### config.mk
export PLATFORM = sky130hd
export DESIGN_NAME = aai_prog_seq
export DESIGN_NICKNAME = d
export VERILOG_FILES = /design/src/rtl/aai_pkg.sv /design/src/rtl/aai_tick_cnt.sv /design/src/rtl/aai_spi_byte.sv /design/src/rtl/aai_prog_seq.sv
export SDC_FILE = /design/constraint.sdc
export NUM_CORES = 1
export LEC_CHECK = 0
export BUFFER_PORTS_ARGS = -buffer_cell sky130_fd_sc_hd__clkbuf_2
export CAP_MARGIN = 20
export CORE_MARGIN = 4
export CORE_UTILIZATION = 45
export CTS_BUF_LIST = sky130_fd_sc_hd__clkbuf_16
export DETAILED_ROUTE_END_ITERATION = 8
export PLACE_DENSITY = 0.66
export SYNTH_ARGS = -nofsm -noshare
export SYNTH_HDL_FRONTEND = slang
export SYNTH_SLANG_ARGS = --single-unit
### constraint.sdc
create_clock -name clk -period 11.3 [get_ports clk]
set_clock_uncertainty 0.15 [all_clocks]
set_input_delay 2.26 -clock clk [delete_from_list [all_inputs] [get_ports clk]]
set_output_delay 2.26 -clock clk [all_outputs]
set_load 0.01 [all_outputs]
### src/rtl/aai_pkg.sv
package aai_pkg;
  typedef enum logic [2:0] {
    ST_IDLE, ST_WREN, ST_PROG, ST_WRDI, ST_POLL, ST_GAP, ST_FIXW, ST_DONE
  } aai_st_e;

  localparam logic [7:0] OP_WREN  = 8'h06;
  localparam logic [7:0] OP_AAI   = 8'hAF;
  localparam logic [7:0] OP_WRDI  = 8'h04;
  localparam logic [7:0] OP_RDSR  = 8'h05;
  localparam logic [7:0] OP_DUMMY = 8'h00;
endpackage

### src/rtl/aai_tick_cnt.sv
module aai_tick_cnt #(
  parameter int W = 16
) (
  input  logic         clk,
  input  logic         rst_n,
  input  logic         clr,
  input  logic         en,
  output logic [W-1:0] cnt
);
  localparam logic [W-1:0] CMAX = '1;

  logic [W-1:0] cnt_q, cnt_d;

  always_comb begin
    cnt_d = cnt_q;
    if (clr)                     cnt_d = '0;
    else if (en && cnt_q != CMAX) cnt_d = cnt_q + 1'b1;
  end

  always_ff @(posedge clk or negedge rst_n) begin
    if (!rst_n) cnt_q <= '0;
    else        cnt_q <= cnt_d;
  end

  assign cnt = cnt_q;
endmodule

### src/rtl/aai_spi_byte.sv
module aai_spi_byte #(
  parameter int DIV_W = 8
) (
  input  logic             clk,
  input  logic             rst_n,
  input  logic [DIV_W-1:0] div,
  input  logic             go,
  input  logic [7:0]       tx,
  input  logic             so,
  output logic             sck,
  output logic             si,
  output logic             busy,
  output logic             done,
  output logic [7:0]       rx
);
  logic             act_q, act_d;
  logic             sck_q, sck_d;
  logic [7:0]       sh_q, sh_d;
  logic [7:0]       rx_q, rx_d;
  logic [DIV_W-1:0] hc_q, hc_d;
  logic [2:0]       bit_q, bit_d;
  logic             done_q, done_d;

  always_comb begin
    act_d  = act_q;
    sck_d  = sck_q;
    sh_d   = sh_q;
    rx_d   = rx_q;
    hc_d   = hc_q;
    bit_d  = bit_q;
    done_d = 1'b0;
    if (!act_q) begin
      if (go) begin
        act_d = 1'b1;
        sck_d = 1'b0;
        sh_d  = tx;
        hc_d  = '0;
        bit_d = '0;
      end
    end else if (hc_q == div) begin
      hc_d = '0;
      if (!sck_q) begin
        sck_d = 1'b1;
        rx_d  = {rx_q[6:0], so};
      end else begin
        sck_d = 1'b0;
        if (bit_q == 3'd7) begin
          act_d  = 1'b0;
          done_d = 1'b1;
        end else begin
          bit_d = bit_q + 3'd1;
          sh_d  = {sh_q[6:0], 1'b0};
        end
      end
    end else begin
      hc_d = hc_q + 1'b1;
    end
  end

  always_ff @(posedge clk or negedge rst_n) begin
    if (!rst_n) begin
      act_q  <= 1'b0;
      sck_q  <= 1'b0;
      sh_q   <= '0;
      rx_q   <= '0;
      hc_q   <= '0;
      bit_q  <= '0;
      done_q <= 1'b0;
    end else begin
      act_q  <= act_d;
      sck_q  <= sck_d;
      done_q <= done_d;
      if (act_d || go) begin
        sh_q  <= sh_d;
        rx_q  <= rx_d;
        hc_q  <= hc_d;
        bit_q <= bit_d;
      end
    end
  end

  assign sck  = sck_q;
  assign si   = sh_q[7];
  assign busy = act_q;
  assign done = done_q;
  assign rx   = rx_q;

  // data out must not move on the sampling edge
  p_si_hold_r10: assert property (@(posedge clk) disable iff (!rst_n)
    $rose(sck) |-> $stable(si));
  // clock returns low when a byte completes
  p_sck_low_done_r10: assert property (@(posedge clk) disable iff (!rst_n)
    done |-> !sck);
endmodule

### src/rtl/aai_prog_seq.sv
module aai_prog_seq
  import aai_pkg::*;
#(
  parameter int CNT_W   = 16,
  parameter int DIV_W   = 8,
  parameter int GAP_CYC = 4,
  parameter int TBP_CYC = 300,
  parameter int TMO_CYC = 4000,
  parameter int TMR_W   = 16
) (
  input  logic             clk,
  input  logic             rst_n,
  input  logic             start,
  input  logic             use_poll,
  input  logic [DIV_W-1:0] clk_div,
  input  logic [23:0]      start_addr,
  input  logic [CNT_W-1:0] byte_cnt,
  input  logic [7:0]       in_data,
  input  logic             in_valid,
  output logic             in_ready,
  output logic             sck,
  output logic             ce_n,
  output logic             si,
  input  logic             so,
  output logic             active,
  output logic             done,
  output logic             err
);
  localparam logic [TMR_W-1:0] GAP_END = TMR_W'(GAP_CYC - 1);
  localparam logic [TMR_W-1:0] TBP_END = TMR_W'(TBP_CYC - 1);
  localparam logic [TMR_W-1:0] TMO_LIM = TMR_W'(TMO_CYC);

  // reset: asynchronous assert, synchronous release
  logic [1:0] rs_q;
  logic       rst_i_n;
  always_ff @(posedge clk or negedge rst_n) begin
    if (!rst_n) rs_q <= 2'b00;
    else        rs_q <= {rs_q[0], 1'b1};
  end
  assign rst_i_n = rs_q[1];

  aai_st_e          st_q, st_d, after_q, after_d, tgt_q, tgt_d;
  logic [23:0]      addr_q, addr_d;
  logic [CNT_W-1:0] rem_q, rem_d;
  logic             poll_q, poll_d, first_q, first_d;
  logic             err_q, err_d, xfer_q, xfer_d, ce_n_q, ce_n_d;
  logic [2:0]       bidx_q, bidx_d, last_idx;
  logic [7:0]       cmd_byte, tx;
  logic             frame_st, next_frame, need_data, go, fr_end, tmo_clr, tmo_hit;
  logic             sh_busy, sh_done;
  logic [7:0]       sh_rx;
  logic [TMR_W-1:0] gcnt, tcnt;

  aai_spi_byte #(.DIV_W(DIV_W)) u_shift (
    .clk(clk), .rst_n(rst_i_n), .div(clk_div), .go(go), .tx(tx), .so(so),
    .sck(sck), .si(si), .busy(sh_busy), .done(sh_done), .rx(sh_rx)
  );

  aai_tick_cnt #(.W(TMR_W)) u_state_tmr (
    .clk(clk), .rst_n(rst_i_n), .clr(st_d != st_q), .en(1'b1), .cnt(gcnt)
  );

  aai_tick_cnt #(.W(TMR_W)) u_busy_tmr (
    .clk(clk), .rst_n(rst_i_n), .clr(tmo_clr), .en(1'b1), .cnt(tcnt)
  );

  assign frame_st   = (st_q == ST_WREN) || (st_q == ST_PROG) ||
                      (st_q == ST_WRDI) || (st_q == ST_POLL);
  assign next_frame = (st_d == ST_WREN) || (st_d == ST_PROG) ||
                      (st_d == ST_WRDI) || (st_d == ST_POLL);

  always_comb begin
    case (st_q)
      ST_PROG: last_idx = first_q ? 3'd4 : 3'd1;
      ST_POLL: last_idx = 3'd1;
      default: last_idx = 3'd0;
    endcase
  end

  always_comb begin
    cmd_byte = OP_DUMMY;
    case (st_q)
      ST_WREN: cmd_byte = OP_WREN;
      ST_WRDI: cmd_byte = OP_WRDI;
      ST_POLL: cmd_byte = (bidx_q == 3'd0) ? OP_RDSR : OP_DUMMY;
      ST_PROG: begin
        case (bidx_q)
          3'd0:    cmd_byte = OP_AAI;
          3'd1:    cmd_byte = addr_q[23:16];
          3'd2:    cmd_byte = addr_q[15:8];
          3'd3:    cmd_byte = addr_q[7:0];
          default: cmd_byte = OP_DUMMY;
        endcase
      end
      default: cmd_byte = OP_DUMMY;
    endcase
  end

  assign need_data = (st_q == ST_PROG) && (bidx_q == last_idx);
  assign in_ready  = need_data && !xfer_q;
  assign go        = frame_st && !xfer_q && !sh_busy && (!need_data || in_valid);
  assign tx        = need_data ? in_data : cmd_byte;
  assign fr_end    = sh_done && (bidx_q == last_idx);
  assign tmo_hit   = tcnt >= TMO_LIM;

  always_comb begin
    st_d    = st_q;
    after_d = after_q;
    tgt_d   = tgt_q;
    addr_d  = addr_q;
    rem_d   = rem_q;
    poll_d  = poll_q;
    first_d = first_q;
    err_d   = err_q;
    tmo_clr = 1'b0;
    xfer_d  = go ? 1'b1 : (sh_done ? 1'b0 : xfer_q);
    bidx_d  = sh_done ? (fr_end ? 3'd0 : bidx_q + 3'd1) : bidx_q;
    case (st_q)
      ST_IDLE: if (start) begin
        err_d   = 1'b0;
        addr_d  = start_addr;
        rem_d   = byte_cnt;
        poll_d  = use_poll;
        first_d = 1'b1;
        st_d    = (byte_cnt == '0) ? ST_DONE : ST_WREN;
      end
      ST_WREN: if (fr_end) begin
        after_d = ST_PROG;
        st_d    = ST_GAP;
      end
      ST_PROG: if (fr_end) begin
        rem_d   = rem_q - 1'b1;
        first_d = 1'b0;
        tgt_d   = (rem_q == CNT_W'(1)) ? ST_WRDI : ST_PROG;
        after_d = poll_q ? ST_POLL : ST_FIXW;
        tmo_clr = 1'b1;
        st_d    = ST_GAP;
      end
      ST_WRDI: if (fr_end) begin
        st_d = ST_GAP;
        if (err_q) after_d = ST_DONE;
        else begin
          tgt_d   = ST_DONE;
          after_d = poll_q ? ST_POLL : ST_FIXW;
          tmo_clr = 1'b1;
        end
      end
      ST_POLL: if (fr_end) begin
        st_d = ST_GAP;
        if (!sh_rx[0]) after_d = tgt_q;
        else if (tmo_hit) begin
          err_d   = 1'b1;
          after_d = (tgt_q == ST_DONE) ? ST_DONE : ST_WRDI;
        end else after_d = ST_POLL;
      end
      ST_GAP:  if (gcnt >= GAP_END) st_d = after_q;
      ST_FIXW: if (gcnt >= TBP_END) st_d = tgt_q;
      ST_DONE: st_d = ST_IDLE;
      default: st_d = ST_IDLE;
    endcase
    ce_n_d = !next_frame;
  end

  always_ff @(posedge clk or negedge rst_i_n) begin
    if (!rst_i_n) begin
      st_q    <= ST_IDLE;
      after_q <= ST_IDLE;
      tgt_q   <= ST_IDLE;
      addr_q  <= '0;
      rem_q   <= '0;
      poll_q  <= 1'b0;
      first_q <= 1'b0;
      err_q   <= 1'b0;
      xfer_q  <= 1'b0;
      bidx_q  <= '0;
      ce_n_q  <= 1'b1;
    end else begin
      st_q    <= st_d;
      after_q <= after_d;
      tgt_q   <= tgt_d;
      err_q   <= err_d;
      xfer_q  <= xfer_d;
      bidx_q  <= bidx_d;
      ce_n_q  <= ce_n_d;
      if (st_q == ST_IDLE) begin
        addr_q <= addr_d;
        poll_q <= poll_d;
      end
      if (fr_end || st_q == ST_IDLE) begin
        rem_q   <= rem_d;
        first_q <= first_d;
      end
    end
  end

  assign ce_n   = ce_n_q;
  assign active = (st_q != ST_IDLE);
  assign done   = (st_q == ST_DONE);
  assign err    = err_q;

  // no chip select while idle
  p_idle_ce_r1: assert property (@(posedge clk) disable iff (!rst_i_n)
    (st_q == ST_IDLE) |-> ce_n);
  // data is requested only inside an open frame
  p_ready_ce_r11: assert property (@(posedge clk) disable iff (!rst_i_n)
    in_ready |-> !ce_n);
  // a stalled request holds with the clock parked low
  p_ready_stall_r11: assert property (@(posedge clk) disable iff (!rst_i_n)
    (in_ready && !in_valid) |=> (in_ready && !sck));
  // empty request finishes on the next cycle
  p_zero_done_r8: assert property (@(posedge clk) disable iff (!rst_i_n)
    (st_q == ST_IDLE && start && byte_cnt == '0) |=> done);
  // completion is a single-cycle pulse
  p_done_pulse_r7: assert property (@(posedge clk) disable iff (!rst_i_n)
    done |=> !done);
  // error flag is only cleared by a new start
  p_err_hold_r9: assert property (@(posedge clk) disable iff (!rst_i_n)
    (err && !(st_q == ST_IDLE && start)) |=> err);
  // frames are separated by idle time
  p_gap_r12: assert property (@(posedge clk) disable iff (!rst_i_n)
    $rose(ce_n) |=> ce_n);
endmodule

Word-level counts from Yosys, hierarchy flattened:

Cells that the tools add are included.

* register bits: 114
* input port bits: 62
* output and inout bits: 7
* word-level logic and storage cells: 180

* add/subtract/negate cells: 6
* order comparisons: 3
* equal/unequal tests: 33
* mux-type cells: 75
* bitwise gates (word level): 1
* reduce and logical (&&, ||, !) cells: 41

Operators with widths (count)
* 16-bit 2-to-1 mux: 6
* 8-bit 2-to-1 mux: 9
* 3-bit 2-to-1 mux: 23
* 8-bit one-hot mux with 4 select lines: 2
* 16-bit by 1-bit adder with 16-bit output, second input constant: 2
* 16-bit != test, second input constant: 2
* 16-bit one-hot mux with 2 select lines: 1
* 1-bit 2-to-1 mux: 25
* 3-bit == test, second input constant: 7
* 2-bit != test, second input constant: 10
* 3-bit by 2-bit == test with 1-bit output, second input constant: 6
* 16-bit by 1-bit == test with 1-bit output, second input constant: 1
* 16-bit by 12-bit >= comparator with 1-bit output, second input constant: 1
* 16-bit by 2-bit >= comparator with 1-bit output, second input constant: 1
* 16-bit by 9-bit >= comparator with 1-bit output, second input constant: 1
* 16-bit zero test: 1
* 16-bit by 1-bit subtractor with 16-bit output, second input constant: 1
* 3-bit one-hot mux with 5 select lines: 1
* 5-bit AND reduction: 3
* 2-bit nonzero test: 7
* 3-bit one-hot mux with 2 select lines: 2
* 3-bit one-hot mux with 4 select lines: 1
* 4-bit AND reduction: 3
* 3-bit by 1-bit == test with 1-bit output, second input constant: 3
* other kinds (17): 40

Logic depth before layout (Yosys ltp):

* depth in word-level cells: 11
* mapped depth: 10
* mapped depth without buffers: 9

Cells and area by module:

A second synthesis with hierarchy kept.

* cell total of the unflattened synthesis: 727
* area, all modules: 7049.3 sq um

Modules (own cells, without submodules)
* aai_prog_seq: instances 1, cells each 390, area an instance 3525.9 sq um, sequential area each 1477.7 sq um
* aai_spi_byte: instances 1, cells each 145, area an instance 1650.3 sq um, sequential area each 750.7 sq um
* aai_tick_cnt at u_busy_tmr: instances 1, cells each 98, area an instance 942.2 sq um, sequential area each 400.4 sq um
* aai_tick_cnt at u_state_tmr: instances 1, cells each 94, area an instance 930.9 sq um, sequential area each 400.4 sq um

Worst setup path after synthesis:

OpenSTA, ideal clock, no wires.

* path type: reg2out
* start point: register st_q[0]
* end point: output port in_ready
* arrival: 1.502 ns
* setup slack: 7.388 ns
* stages on the path, launching flop included: 5
* buffers on the path: 0
* path through: dfrtp_1 -> or4b_1 -> nand3_1 -> nand3_1 -> nor3_1

* cells in the longest elaborated chain, start to end: 5
* elaborated cells on any way between the ends: 6
* classes of those cells: eq/ne: 3; mux: 1; reduce/logical: 2

Ends and longest elaborated chain
* from (decl): line aai_prog_seq.sv:42 `aai_st_e st_q, st_d, after_q, after_d, tgt_q, tgt_d;`
* from (signal assigned): line aai_prog_seq.sv:178 `st_q <= st_d;`
* 3-bit == test or 3-bit by 2-bit == test with 1-bit output (tied branches): line aai_prog_seq.sv:73, aai_prog_seq.sv:99
* 3-bit one-hot mux with 2 select lines: line aai_prog_seq.sv:73 `case (st_q)`
* 3-bit == test: line aai_prog_seq.sv:99 `assign need_data = (st_q == ST_PROG) && (bidx_q == last_idx);`
* 1-bit logical AND *: line aai_prog_seq.sv:99
* 1-bit logical AND *: line aai_prog_seq.sv:100 `assign in_ready = need_data && !xfer_q;`
* to (decl): line aai_prog_seq.sv:20 `output logic in_ready,`

Mark *: on every way between the ends. The rest lies on a longest branch, timed or not.

Worst setup path in the final report:

* start point: register st_q[2]
* end point: output port in_ready

The elaborated chain is that of the path after synthesis.

==> run metrics <==
status=completed; yosys warns=0; number of I/O pins=69; fmax=0.209 GHz; Fillers=1263; Reg2Reg Capture Point=u_shift.sh_q[2]; H-tree depth=4; antenna viol nets, final=0; Main synth FF type=dfrtp_1; peak supply drop=102 µV; port bufs=68; pwr/cell area=176 nW/µm²; XOR/XNOR Fraction of Synth Area=0.0490; critical-path cell list=or3b_2 -> nand3_1 -> nand3_1 -> nor3_1 -> clkbuf_2; mux cell area share after synthesis=0.00500; vias in the first global route=5354; initial antenna violation count=0; CP top delay family=simple AND/OR/NAND/NOR gates; # setup viols final=0; fin crit period=4.78 ns; most numerous cell in the Yosys netlist=nand2_1; gr ovfl total=0; Die Wd=126 µm; P_leak=3.34 nW; CP endpoint kind=primary output; Hold Crit Class=register to asynchronous set/reset pin; vias per cell=5.63; clock sinks=114; Adder-Cell Fraction of Synth Area=0.0260; Core Area=13500 µm²; Pwr Total=1.27 mW; r2r worst-path depth=7; slowest CP cell=dfrtp_1; post-CTS setup buffers=0; CP startpoint kind=register; Worst Tran Pin Value=0.996 ns; Final Hold Vio Count=0; Synth Register Bits=114; first-pass GRT wire length=25.9 mm; largest family of logic cells by synthesized area=simple AND/OR/NAND/NOR gates; initial DRC count=483; Req. time, crit path=8.89 ns; Initial Util=0.465; nets=866; Setup TNS=0 ns; reg-to-reg critical path startpoint=st_q[2]; CTS tree=yes; top-area cell type share of the netlist area=0.452; crit-path most repeated cell=nand3_1; unrepaired setup endpoints after global routing=false; Synth area leaders=dfrtp_1, nand2_1, nor2_1, o21ai_0, a21oi_1; Post-synth EDFFs=0; drt drc=0; Simple-Gate Fraction of Synth Area=0.253; M1 wire length=6.74 mm; Synth Area per Inst=8.54 µm²; R2R Setup Slk=7.68 ns; crit path from=st_q[2]; fin crit share=0.423; FFs w/ async S/R, synth=1.00; crit path capture=in_ready; Crit Path Category=register to primary output; register area share after synthesis=0.456; quantity of gates resized following cts=0; syn nets=808; post-DP HPWL=10.5 mm; Worst-Skew Late Latency=0.41 ns; total stage count of the critical path=5; relative slew slack=0.334; largest net degree at the start of global routing=74; Place WS=6.70 ns; CP bufs+invs=1; slowest stage delay, CP=0.69 ns; Synth Cell Area=6260 µm²; max-slew violations=0; largest area contributor in the netlist=dfrtp_1; DR WL met3=895 µm; largest fanout on the critical path=20; Max Root-Sink Buffers=2; total track usage=0.197; Gate Count Post-Synth=733; Synth-to-Final Area Change=15.2%; ANT cells=0; share of cells above drive strength 1=0.138; Hold-fix buffers, CTS=0; top cells by count, synth=nand2_1, dfrtp_1, nor2_1; MaxCap Viol Count=0; critical path arrival=2.37 ns; CTS clock-pin slew for the worst setup and hold paths=0.05 ns; min setup slack post-route=6.52 ns; count of cell types in the netlist=62; total number of vias=5514; WL/cell=15.3 µm; Die Ht=126 µm; detailed-route wire length=15.0 mm; top routing layer used=met4; CTS Buf Count=17; DR pass1 iterations=6; metal2 WL=7.19 mm; complex-gate fraction of the synthesized area=0.172; row cnt=42; DIE AREA=15900 µm²; CTS root buffer=clkbuf_16; routability cong.=0.909
-- metal layers --
| metal | vias up | GRT usage |
|---|---|---|
| met5 | - | 0 |
| met4 | 0 | 0.0505 |
| met3 | 15 | 0.0487 |
| met2 | 148 | 0.310 |
| met1 | 2659 | 0.275 |
| li1 | 2692 | - |
-- worst reg2reg max path, cell delays in order (launching register included) --
cell       delay (ns)
dfrtp_1          0.69
or3b_2           0.52
nand3_1          0.14
and4b_1          0.65
a2111oi_4        0.21
a41oi_2          0.83
a21oi_1          0.09
a22o_1           0.24
-- placed cells by master (no fill, tap or decap), drive strengths merged, types with 7 or more instances in the layout --
master	Yosys	final
a211oi	9	9
a21oi	36	36
a22oi	9	9
and3	10	10
clkbuf	29	85
clkinv	0	10
dfrtp	113	113
ha	13	13
inv	23	28
nand2	144	144
nand2b	8	8
nand3	29	29
nand4	14	14
nor2	81	81
nor2b	10	10
nor3	17	17
nor4	16	16
o21ai	55	55
o31ai	7	7
xnor2	18	18
xor2	17	17
-- cell type report --
type	instances	area (µm²)	share of cell area
multi-input combinational	561	3170	0.440
sequential	114	2860	0.397
clock buffer	17	425	0.0590
timing repair buffer	74	383	0.0531
tap	176	220	0.0306
inverter	23	86.3	0.0120
clock inverter	15	63.8	0.00885
-- power by group --
part	switching, mW	internal [mW]
clock network	0.177	0.268
registers	0.0460	0.449
logic	0.188	0.143
-- worst min path at each step --
stage | to | cells past startpoint
after global placement | u_shift.hc_q[0] | 0
after CTS | u_shift.hc_q[0] | 0
after floorplan | rs_q[1] | 0
final | u_shift.hc_q[0] | 0
after detailed placement | rs_q[1] | 0
after global routing | rs_q[1] | 0
-- state kept, by name, summed over array words and instances, names as in the netlist, 8 cells and up --
signal	flops
u_shift.sh_q	8
u_shift.hc_q	8
addr_q	24
rem_q	16
u_busy_tmr.cnt	16
u_state_tmr.cnt	16
-- cell families after synthesis --
family,Yosys count
AO/OA/AOI/OAI,162
XOR/XNOR,35
adder cells (fa/ha/maj),13
buffers and inverters,58
flip-flops,114
multiplexers,3
other,1
AND/OR/NAND/NOR,347
-- metrics by stage --
stage	hold slack (ns)	instances	instance area, µm²	utilization
final	0.174	980	7210	0.536
after global routing	0.224	980	7210	0.536
after CTS	0.200	978	7190	0.535
after detailed placement	0.193	946	6710	0.498
after global placement	0.184	946	6710	0.498
after floorplan	0.181	733	6260	-
(Power assumes the default switching activity.)
